File: config.mk
export PLATFORM = sky130hd
export DESIGN_NAME = mbx_port_mailbox
export DESIGN_NICKNAME = d
export VERILOG_FILES = /design/src/rtl/mbx_pkg.sv /design/src/rtl/mbx_slave_decode.sv /design/src/rtl/mbx_out_reg.sv /design/src/rtl/mbx_capture.sv /design/src/rtl/mbx_pin_ctrl.sv /design/src/rtl/mbx_port_mailbox.sv
export SDC_FILE = /design/constraint.sdc
export NUM_CORES = 1
export LEC_CHECK = 0
export BUFFER_PORTS_ARGS = -buffer_cell sky130_fd_sc_hd__buf_2
export CAP_MARGIN = 30
export CORE_MARGIN = 2
export CORE_UTILIZATION = 39
export CTS_CLUSTER_DIAMETER = 150
export DETAILED_ROUTE_END_ITERATION = 12
export GPL_ROUTABILITY_DRIVEN = 0
export PLACE_DENSITY = 0.79
export SLEW_MARGIN = 20
export SYNTH_ARGS = -nofsm -noshare
export SYNTH_HDL_FRONTEND = slang
export SYNTH_SLANG_ARGS = --single-unit
File: constraint.sdc
create_clock -name clk -period 0.9 [get_ports clk]
set_input_delay 0.045 -clock clk [delete_from_list [all_inputs] [get_ports clk]]
set_output_delay 0.045 -clock clk [all_outputs]
set_load 0.01 [all_outputs]
File: src/rtl/mbx_pkg.sv
package mbx_pkg;

   typedef enum logic [1:0] {
      SIDE_IDLE  = 2'd0,
      SIDE_READ  = 2'd1,
      SIDE_WRITE = 2'd2,
      SIDE_CLASH = 2'd3
   } slave_op_e;

   // Classify the active-low slave strobes into one operation.
   function automatic slave_op_e classify(input logic cs_n, input logic rd_n,
                                          input logic wr_n);
      slave_op_e op;
      if (cs_n)                op = SIDE_IDLE;
      else if (!rd_n && wr_n)  op = SIDE_READ;
      else if (!wr_n && rd_n)  op = SIDE_WRITE;
      else if (!rd_n && !wr_n) op = SIDE_CLASH;
      else                     op = SIDE_IDLE;
      return op;
   endfunction

endpackage

File: src/rtl/mbx_slave_decode.sv
module mbx_slave_decode
   import mbx_pkg::*;
(
   input  logic      cs_n,
   input  logic      rd_n,
   input  logic      wr_n,
   output slave_op_e op
);
   always_comb op = classify(cs_n, rd_n, wr_n);
endmodule

File: src/rtl/mbx_out_reg.sv
module mbx_out_reg #(
   parameter int WIDTH = 8
) (
   input  logic             clk,
   input  logic             rst_n,
   input  logic             wr_en,
   input  logic [WIDTH-1:0] wr_data,
   output logic [WIDTH-1:0] q
);
   generate
      if (WIDTH < 1) begin : g_bad_width
         $error("mbx_out_reg: WIDTH must be at least 1");
      end
   endgenerate

   always_ff @(posedge clk or negedge rst_n) begin
      if (!rst_n)     q <= '0;
      else if (wr_en) q <= wr_data;
   end
endmodule

File: src/rtl/mbx_capture.sv
module mbx_capture #(
   parameter int WIDTH       = 8,
   parameter bit TRANSPARENT = 1'b1
) (
   input  logic             clk,
   input  logic             rst_n,
   input  logic             wr_term,
   input  logic [WIDTH-1:0] pin_in,
   output logic [WIDTH-1:0] view
);
   logic [WIDTH-1:0] held;

   always_ff @(posedge clk or negedge rst_n) begin
      if (!rst_n)       held <= '0;
      else if (wr_term) held <= pin_in;
   end

   generate
      if (TRANSPARENT) begin : g_pass
         always_comb view = wr_term ? pin_in : held;
      end else begin : g_held
         always_comb view = held;
      end
   endgenerate
endmodule

File: src/rtl/mbx_pin_ctrl.sv
module mbx_pin_ctrl
   import mbx_pkg::*;
#(
   parameter int WIDTH = 8
) (
   input  slave_op_e        op,
   input  logic [WIDTH-1:0] out_q,
   output logic [WIDTH-1:0] pin_out,
   output logic [WIDTH-1:0] pin_oe
);
   always_comb begin
      pin_out = out_q;
      pin_oe  = (op == SIDE_READ) ? {WIDTH{1'b1}} : {WIDTH{1'b0}};
   end
endmodule

File: src/rtl/mbx_port_mailbox.sv
module mbx_port_mailbox
   import mbx_pkg::*;
#(
   parameter int WIDTH       = 8,
   parameter bit TRANSPARENT = 1'b1
) (
   input  logic             clk,
   input  logic             rst_n,
   input  logic             mst_wr_en,
   input  logic [WIDTH-1:0] mst_wr_data,
   output logic [WIDTH-1:0] mst_rd_data,
   input  logic             slv_cs_n,
   input  logic             slv_rd_n,
   input  logic             slv_wr_n,
   input  logic [WIDTH-1:0] pin_in,
   output logic [WIDTH-1:0] pin_out,
   output logic [WIDTH-1:0] pin_oe
);
   generate
      if (WIDTH < 1 || WIDTH > 64) begin : g_bad_width
         $error("mbx_port_mailbox: WIDTH must be 1..64");
      end
   endgenerate

   slave_op_e        op;
   logic             wr_term;
   logic [WIDTH-1:0] out_q;

   mbx_slave_decode u_dec (
      .cs_n(slv_cs_n), .rd_n(slv_rd_n), .wr_n(slv_wr_n), .op(op)
   );

   always_comb wr_term = (op == SIDE_WRITE);

   mbx_out_reg #(.WIDTH(WIDTH)) u_out (
      .clk(clk), .rst_n(rst_n), .wr_en(mst_wr_en),
      .wr_data(mst_wr_data), .q(out_q)
   );

   mbx_capture #(.WIDTH(WIDTH), .TRANSPARENT(TRANSPARENT)) u_cap (
      .clk(clk), .rst_n(rst_n), .wr_term(wr_term),
      .pin_in(pin_in), .view(mst_rd_data)
   );

   mbx_pin_ctrl #(.WIDTH(WIDTH)) u_pins (
      .op(op), .out_q(out_q), .pin_out(pin_out), .pin_oe(pin_oe)
   );
endmodule

==> After elaboration in Yosys (flattened, before gate mapping) <==
Index checks and enable logic that the tools add are counted.
{ "op_classes": {"n_eq_ne": 2, "muxes": 6, "n_reduce_logical": 5} }
{ "op_table": {"columns": ["op", "n"], "rows": [
  ["two-way mux 8 bit", 2],
  ["two-way mux 2 bit", 4],
  ["logical AND 1 bit", 3],
  ["equality test 2 x 1 -> 1 bit, second input constant", 1],
  ["equality test 2 bit, second input constant", 1],
  ["logical NOT 1 bit", 2]
]} }
{ "word_totals": {"regBits": 16, "inputBits": 22, "out_inout_bits": 24, "word_cells": 15} }

==> Logic depth before layout (Yosys ltp) <==
Gate-level depths: netlist of the first run.
{ "logic_depth": {"depth_word": 8, "depth_mapped": 2, "mapped_depth_nobuf": 2} }

==> Hierarchy <==
From an unflattened synthesis of the first run, not the netlist that was laid out.
{ "hier_totals": {"hier_cells": 53, "hier_area_um2": 810.8} }
{ "by_module_without_submodules": {"columns": ["mod", "n_inst", "cells_each", "area_each_um2", "seq_area_each_um2"], "rows": [
  ["mbx_capture", 1, 17, 331.6, 200.2],
  ["mbx_out_reg", 1, 17, 331.6, 200.2],
  ["mbx_pin_ctrl", 1, 16, 126.4, 0.0],
  ["mbx_port_mailbox", 1, 1, 13.8, 0.0],
  ["mbx_slave_decode", 1, 2, 7.5, 0.0]
]} }

==> Least setup slack after synthesis of the first run <==
No wires, ideal clock.
{ "synth_timing": {"path_kind": "input -> output", "from": "input slv_rd_n", "to": "output pin_oe[1]", "arrival_ps": 979, "t_required_ps": 855, "setup_slack_ps": -124, "path_stages": 2, "n_path_buf": 1, "cell_sequence": "nor3b_1 > buf_4"} }
{ "synth_between": {"elab_chain_len": 8, "elab_cells_between_ends": 10, "classes_between": "1 x eq/ne; 5 x mux; 4 x reduce/logical"} }
{ "synth_rtl": {"columns": ["item", "line_no", "rtl"], "rows": [
  ["from (decl)", "mbx_port_mailbox.sv:13", "input logic slv_rd_n,"],
  ["logical NOT 1 bit", "mbx_pkg.sv:15, mbx_pkg.sv:17", null],
  ["logical AND 1 bit", "mbx_pkg.sv:17", "else if (!rd_n && !wr_n) op = SIDE_CLASH;"],
  ["two-way mux 2 bit", "mbx_pkg.sv:17", null],
  ["two-way mux 2 bit", "mbx_pkg.sv:16", "else if (!wr_n && rd_n) op = SIDE_WRITE;"],
  ["two-way mux 2 bit (*)", "mbx_pkg.sv:15", "else if (!rd_n && wr_n) op = SIDE_READ;"],
  ["two-way mux 2 bit (*)", "mbx_pkg.sv:14", "if (cs_n) op = SIDE_IDLE;"],
  ["equality test 2 x 1 -> 1 bit (*)", "mbx_pin_ctrl.sv:13", "pin_oe = (op == SIDE_READ) ? {WIDTH{1'b1}} : {WIDTH{1'b0}};"],
  ["two-way mux 8 bit (*)", "mbx_pin_ctrl.sv:13", null],
  ["to (decl)", "mbx_port_mailbox.sv:17", "output logic [WIDTH-1:0] pin_oe"]
]} }
Every way passes the cells marked *; elsewhere a longest branch is shown, timed or not.

==> Worst setup path after layout of the first run <==
{ "layout_timing": {"from": "register u_cap.held[4]", "to": "output mst_rd_data[4]"} }
{ "layout_between": {"elab_chain_len": 1} }
{ "layout_rtl": {"columns": ["item", "line_no", "rtl"], "rows": [
  ["from (decl)", "mbx_capture.sv:11", "logic [WIDTH-1:0] held;"],
  ["from (signal assigned)", "mbx_capture.sv:15", "else if (wr_term) held <= pin_in;"],
  ["two-way mux 8 bit", null, null],
  ["to (decl)", "mbx_port_mailbox.sv:11", "output logic [WIDTH-1:0] mst_rd_data,"]
]} }
Every way passes these cells.

==> out/metrics.cfg, run 1 <==
[synth]
synthCells = 42
syn-num-nets = 64
synth_cell_type_count = 6
ys_ff_latch = 16
yosysSeqAreaShare_pct = 60.3
yosysWarnings = 0
syn_area_per_cell_sq_um = 15.8
syn_area_sq_um = 664

[hold_path]
hold_depth = 2
holdCritStartpoint = mst_wr_data[7]
holdPathEnd = u_out.q[7]$_DFFE_PN0P_
hold_class = input port to flop

[route]
finalWirelength_um = 1410
ant_nets = 0
vias = 515
wl_per_cell_um = 12.4
first_pass_iters = 3
drt_first_iter_violations = 2
drc = 0
routed_via_density = 4.52

[setup_path]
cp_data_required_time_ns = 0.85
crit_type = flop to output pin
crit_fanout = 2
worstPathArrival_ns = 1.04
reg2reg_to = u_cap.held[2]$_DFF_PN0_
crit_chain = mux2_4 > buf_6
reg2reg_depth = 3
max_stage_delay_ns = 0.38
critPathSlowestCell = dfrtp_1
r2r-start = u_cap.held[2]$_DFF_PN0_
rrSetupSlack_ns = -0.09
start_kind = flop
worst_setup_path_end_kind = output pin

[place]
placed_cell_area_sq_um = 887
dp.cells = 99
port_buffers = 45
dp_worst_setup_slack_ns = -0.173
hpwlAfterDp_um = 950

[clock_tree]
cts_tree = yes
root_buffer = clkbuf_4
htreeDepth = 1
numClockSinks = 16
clock_path_buffers = 2
clkTransAtPathRegs_ns = 0.08
cts_buffers = 3
clk_latency_ns = 0.27

[timing]
setup_viol_count_final = 9
fin_worst_skew_ns = 0
worst_slack_ns = -0.188
relSlewSlack_pct = 77.2
period_minus_slack_ns = 1.09
fmax_mhz = 919
hold_viol_final = 0
worst_pin_slew_ns = 0.343
fin_crit_sh_pct = 121
maxSlewViolCount = 0
rsz0062_at_grt = yes

[floorplan]
die_x_um = 45.3
die_h_um = 45.3
core_sq_mm = 0.00156
dieArea_sq_mm = 0.00205
num_rows = 14
pin_count = 46
start_util_pct = 42.6

[flow_run]
maxCapViolCount = 0

[pwr]
leakagePower_nw = 0.569
p_per_area_mw_per_mm2 = 1640
peakVddDrop_mv = 1.11

[cells_and_area]
fin_cells = 114
area_growth_pct = 64.8
fin_util_pct = 70.2
finish.instance_area_sq_mm = 0.00109
drive_above_1_share_pct = 75.5
fill_cells = 102
antenna_cells = 0
layout.nets = 122

[global_routing]
antenna_found_initial = 0
overflow = 0
grt_pass1_wl_um = 2340
grt_max_degree = 17
grt_usage_pct = 16.4
first_global_vias = 565

[outcome]
run_status = finished with violations
violations = setup timing

[worst max-delay path by stage]
stage	startpoint	to	slack, ns	depth (start not counted)
floorplan	slv_wr_n	u_cap.held[0]$_DFF_PN0_	-0.03	2
global placement	slv_wr_n	mst_rd_data[6]	-0.15	5
detailed placement	slv_wr_n	mst_rd_data[7]	-0.17	5
CTS	u_cap.held[4]$_DFF_PN0_	mst_rd_data[4]	-0.20	2
global route	u_cap.held[2]$_DFF_PN0_	mst_rd_data[2]	-0.23	2
finish	u_cap.held[4]$_DFF_PN0_	mst_rd_data[4]	-0.19	2
[worst max-delay path, delay by kind of cell (launching register included)]
| kind | cells | cell delay (ns) |
|---|---|---|
| muxes | 1 | 0.28 |
| DFF | 1 | 0.38 |
| buffers and inverters | 1 | 0.12 |
[placed cells by master, fill, tap and decap left out]
cell | Yosys | routed
dlygate4sd3_1 | 0 | 8
mux2_4 | 0 | 5
mux2_2 | 16 | 11
buf_4 | 7 | 8
clkbuf_4 | 0 | 3
buf_6 | 0 | 8
nor3b_4 | 1 | 2
dfrtp_1 | 16 | 16
buf_2 | 1 | 37
[timing repair]
item                                    4_1_cts  5_1_grt
cloned                                        0        0
endpoints found under the setup margin        8       19
gates resized for setup                      12        2
endpoints found under the hold margin        23        0
hold buffers                                  8        0
pin swaps                                     0        0
setup buffers                                 3        1
[logic make-up (layout without fill, tap and decap cells)]
| logic type | after synthesis | count (layout) | share of synthesized area (%) |
|---|---|---|---|
| buffers and inverters | 8 | 64 | 8.66 |
| multiplexers | 16 | 16 | 27.1 |
| AND/OR/NAND/NOR | 2 | 2 | 3.96 |
| flip-flops | 16 | 16 | 60.3 |
[cells in the mapped netlist, drive strengths merged]
cell   instances  area share, %
buf            8            8.7
nor3b          2            4.0
mux2          16             27
dfrtp         16             60
[final cells by class]
cell class	count	area, sq um	area share, %
clock buffer	3	22.5	2.06
multi-input combinational	18	236	21.6
sequential	16	400	36.6
tap	16	20.0	1.83
timing repair buffer	61	415	37.9
[where the power goes]
part,switching [mW],internal (mW)
clock network,0.183,0.154
registers,0.0334,0.821
logic,0.224,0.377
total,0.441,1.35
[sequential cells by signal, indices dropped and copies added, names as in the netlist]
signal and flops:
u_cap.held 8, u_out.q 8
[stage by stage]
step / power [mW] / setup TNS, ns / hold WS (ns)
after floorplan: 1.08 / -0.220 / -0.251
after global placement: 1.25 / -1.78 / -0.0327
after detailed placement: 1.27 / -2.22 / -0.0233
after CTS: 1.80 / -1.54 / 0.00375
after global routing: 1.90 / -1.91 / 0.00767
final: 1.79 / -1.50 / 0.0154
[layer usage]
layer	global-route usage, %	routed length [um]	part of all wire [%]
met1	18.5	610	43
met2	30.3	700	50
met3	3.60	98	7.0
met4	5.29	0	0
met5	0	0	0
No activity file was read; power rests on OpenSTA's default activity.
==> run 2, diff against run 1 <==
--- a/config.mk
+++ b/config.mk
@@ -7,12 +7,13 @@
 export LEC_CHECK = 0
 export BUFFER_PORTS_ARGS = -buffer_cell sky130_fd_sc_hd__buf_2
 export CAP_MARGIN = 30
+export CORE_ASPECT_RATIO = 1.4
 export CORE_MARGIN = 2
-export CORE_UTILIZATION = 39
+export CORE_UTILIZATION = 35
 export CTS_CLUSTER_DIAMETER = 150
 export DETAILED_ROUTE_END_ITERATION = 12
 export GPL_ROUTABILITY_DRIVEN = 0
-export PLACE_DENSITY = 0.79
+export PLACE_DENSITY = 0.75
 export SLEW_MARGIN = 20
 export SYNTH_ARGS = -nofsm -noshare
 export SYNTH_HDL_FRONTEND = slang
==> constraint.sdc (replaced) <==
create_clock -name clk -period 0.95 [get_ports clk]
set_input_delay 0.0475 -clock clk [delete_from_list [all_inputs] [get_ports clk]]
set_output_delay 0.0475 -clock clk [all_outputs]
set_load 0.01 [all_outputs]
==> run 2 against run 1 <==
- the run still ends with setup timing left
- critical endpoint is now mst_rd_data[5]
- critical path type unchanged
- clock power up 25%
- highest routed layer unchanged
- die area up 11%
- cell count rose by 1.8%
- hold slack better by 0.0058 ns
- largest cell class is now flip-flops and latches
- register-to-register slack better by 0.16 ns
==> out/metrics.cfg, run 2 (synthesis results as in run 1) <==
[outcome]
run_status = finished with violations  ; unchanged
violations = setup timing  ; unchanged

[setup_path]
crit_chain = mux2_4 > buf_6  ; unchanged
crit_fanout = 2  ; unchanged
worst_setup_path_end_kind = output pin  ; unchanged
start_kind = flop  ; unchanged
max_stage_delay_ns = 0.37  ; was 0.38 ns
cp_data_required_time_ns = 0.90  ; was 0.85 ns
critPathSlowestCell = dfrtp_1  ; unchanged
crit_type = flop to output pin  ; unchanged
worstPathArrival_ns = 1.05  ; was 1.04 ns

[floorplan]
die_h_um = 55.6  ; was 45.3 um
start_util_pct = 37.3  ; was 42.6%
die_x_um = 40.8  ; was 45.3 um
core_sq_mm = 0.00178  ; was 0.00156 sq mm
dieArea_sq_mm = 0.00227  ; was 0.00205 sq mm
num_rows = 18  ; was 14
pin_count = 46  ; unchanged

[timing]
worst_pin_slew_ns = 0.351  ; was 0.343 ns
period_minus_slack_ns = 1.09
setup_viol_count_final = 8  ; was 9
relSlewSlack_pct = 76.6  ; was 77.2%
fmax_mhz = 915
hold_viol_final = 0  ; unchanged
fin_worst_skew_ns = 0  ; unchanged
maxSlewViolCount = 0  ; unchanged
rsz0062_at_grt = yes  ; unchanged
fin_crit_sh_pct = 115
worst_slack_ns = -0.143  ; was -0.188 ns

[global_routing]
grt_max_degree = 17  ; unchanged
overflow = 0  ; unchanged
grt_pass1_wl_um = 2170  ; was 2340 um
first_global_vias = 560  ; was 565
grt_usage_pct = 13.5  ; was 16.4%
antenna_found_initial = 0  ; unchanged

[cells_and_area]
area_growth_pct = 65.7  ; was 64.8%
drive_above_1_share_pct = 74.0  ; was 75.5%
antenna_cells = 0  ; unchanged
reg_top3 = u_cap.held (8), u_out.q (8)  ; unchanged
finish.instance_area_sq_mm = 0.00110  ; was 0.00109 sq mm
layout.nets = 119  ; was 122
final_cell_mix = 37 x buf_2, 16 x dfrtp_1, 9 x mux2_2, 9 x dlygate4sd3_1, 8 x buf_6  ; was 37 x buf_2, 16 x dfrtp_1, 11 x mux2_2
layout_commonest_cell = buf_2  ; unchanged

[pwr]
p_per_area_mw_per_mm2 = 1610  ; was 1640 mW/mm^2
p_int_mw = 1.35  ; about the same
comb_power_share_pct = 30.7  ; was 33.5%
p_clk_share_pct = 23.7  ; was 18.8%
leakagePower_nw = 0.568  ; was 0.569 nW
peakVddDrop_mv = 0.992  ; was 1.11 mV
power_mw = 1.78  ; was 1.79 mW
p_seq_share_pct = 45.6  ; was 47.7%
switching_share_pct = 24.1  ; was 24.6%
p_sw_mw = 0.428  ; was 0.441 mW

[route]
wl_per_cell_um = 12.0  ; was 12.4 um
drt_first_iter_violations = 0  ; was 2
vias = 525  ; was 515
ant_nets = 0  ; unchanged
finalWirelength_um = 1390  ; was 1410 um
routed_via_density = 4.53  ; was 4.52
first_pass_iters = 1  ; was 3
drc = 0  ; unchanged

[place]
hpwlAfterDp_um = 1020  ; was 950 um
placed_cell_area_sq_um = 885  ; was 887 sq um
port_buffers = 45  ; unchanged

[flow_run]
maxCapViolCount = 0  ; unchanged

[clock_tree]
root_buffer = clkbuf_4  ; unchanged
cts_tree = yes  ; unchanged
numClockSinks = 16  ; unchanged
clk_latency_ns = 0.27  ; about the same
htreeDepth = 1  ; unchanged
clock_path_buffers = 2  ; unchanged
clkTransAtPathRegs_ns = 0.08  ; about the same
cts_buffers = 3  ; unchanged

[hold_path]
hold_class = input port to flop  ; unchanged

-- run 2: final cells by class --
type,count,area [sq um]
timing repair buffer,58,395
fill,155,678
multi-input combinational,18,244
sequential,16,400
tap,20,25.0
clock buffer,4,36.3
-- run 2: critical path: cells and delay by family (launching register included) --
family	cells	cell delay, ns
buf+inv	1	0.12
flops	1	0.37
mux	1	0.28
-- run 2: final timing paths --
path	from	endpoint	cells after the start	slack (ns)
max	u_cap.held[5]$_DFF_PN0_	mst_rd_data[5]	2	-0.14
min	pin_in[3]	u_cap.held[3]$_DFF_PN0_	2	0.02
max reg2reg	u_cap.held[5]$_DFF_PN0_	u_cap.held[5]$_DFF_PN0_	2	0.07
min reg2reg	u_out.q[5]$_DFFE_PN0P_	u_out.q[5]$_DFFE_PN0P_	1	0.51
max in group asynchronous	rst_n	u_out.q[7]$_DFFE_PN0P_	2	0.50
min in group asynchronous	rst_n	u_out.q[4]$_DFFE_PN0P_	2	0.20
-- run 2: repair_timing --
item	in CTS	in global routing
resized for setup	13	3
setup endpoints to repair	8	16
hold endpoints to repair	24	0
buffers inserted	1	0
hold buffers	9	0
-- run 2: per-layer routing --
metal | routed length [um] | vias to the layer above | track usage, %
li1 | - | 249 | -
met1 | 503 | 242 | 15.2
met2 | 736 | 34 | 22.5
met3 | 151 | 0 | 2.01
met4 | 0 | 0 | 7.14
met5 | 0 | - | 0
-- run 2: power by group through the flow --
| stage | logic, mW | registers [mW] | clock network, mW |
|---|---|---|---|
| finish | 0.545 | 0.810 | 0.422 |
| floorplan | 0.192 | 0.834 | 0 |
| detailed placement | 0.379 | 0.821 | 0 |
| global placement | 0.370 | 0.818 | 0 |
| global route | 0.590 | 0.819 | 0.488 |
| CTS | 0.536 | 0.809 | 0.447 |
-- run 2: metrics by stage --
| step | hold slack (ns) | setup WS, ns | instances | util, % | setup TNS (ns) |
|---|---|---|---|---|---|
| after floorplan | -0.248 | 0.0200 | 42 | - | 0 |
| after global placement | -0.0266 | -0.107 | 102 | 49.7 | -1.14 |
| after detailed placement | -0.0233 | -0.120 | 102 | 49.7 | -1.37 |
| after CTS | 0.0141 | -0.159 | 116 | 61.1 | -1.23 |
| after global routing | 0.00220 | -0.199 | 116 | 61.9 | -1.53 |
| final | 0.0211 | -0.143 | 116 | 61.9 | -1.10 |
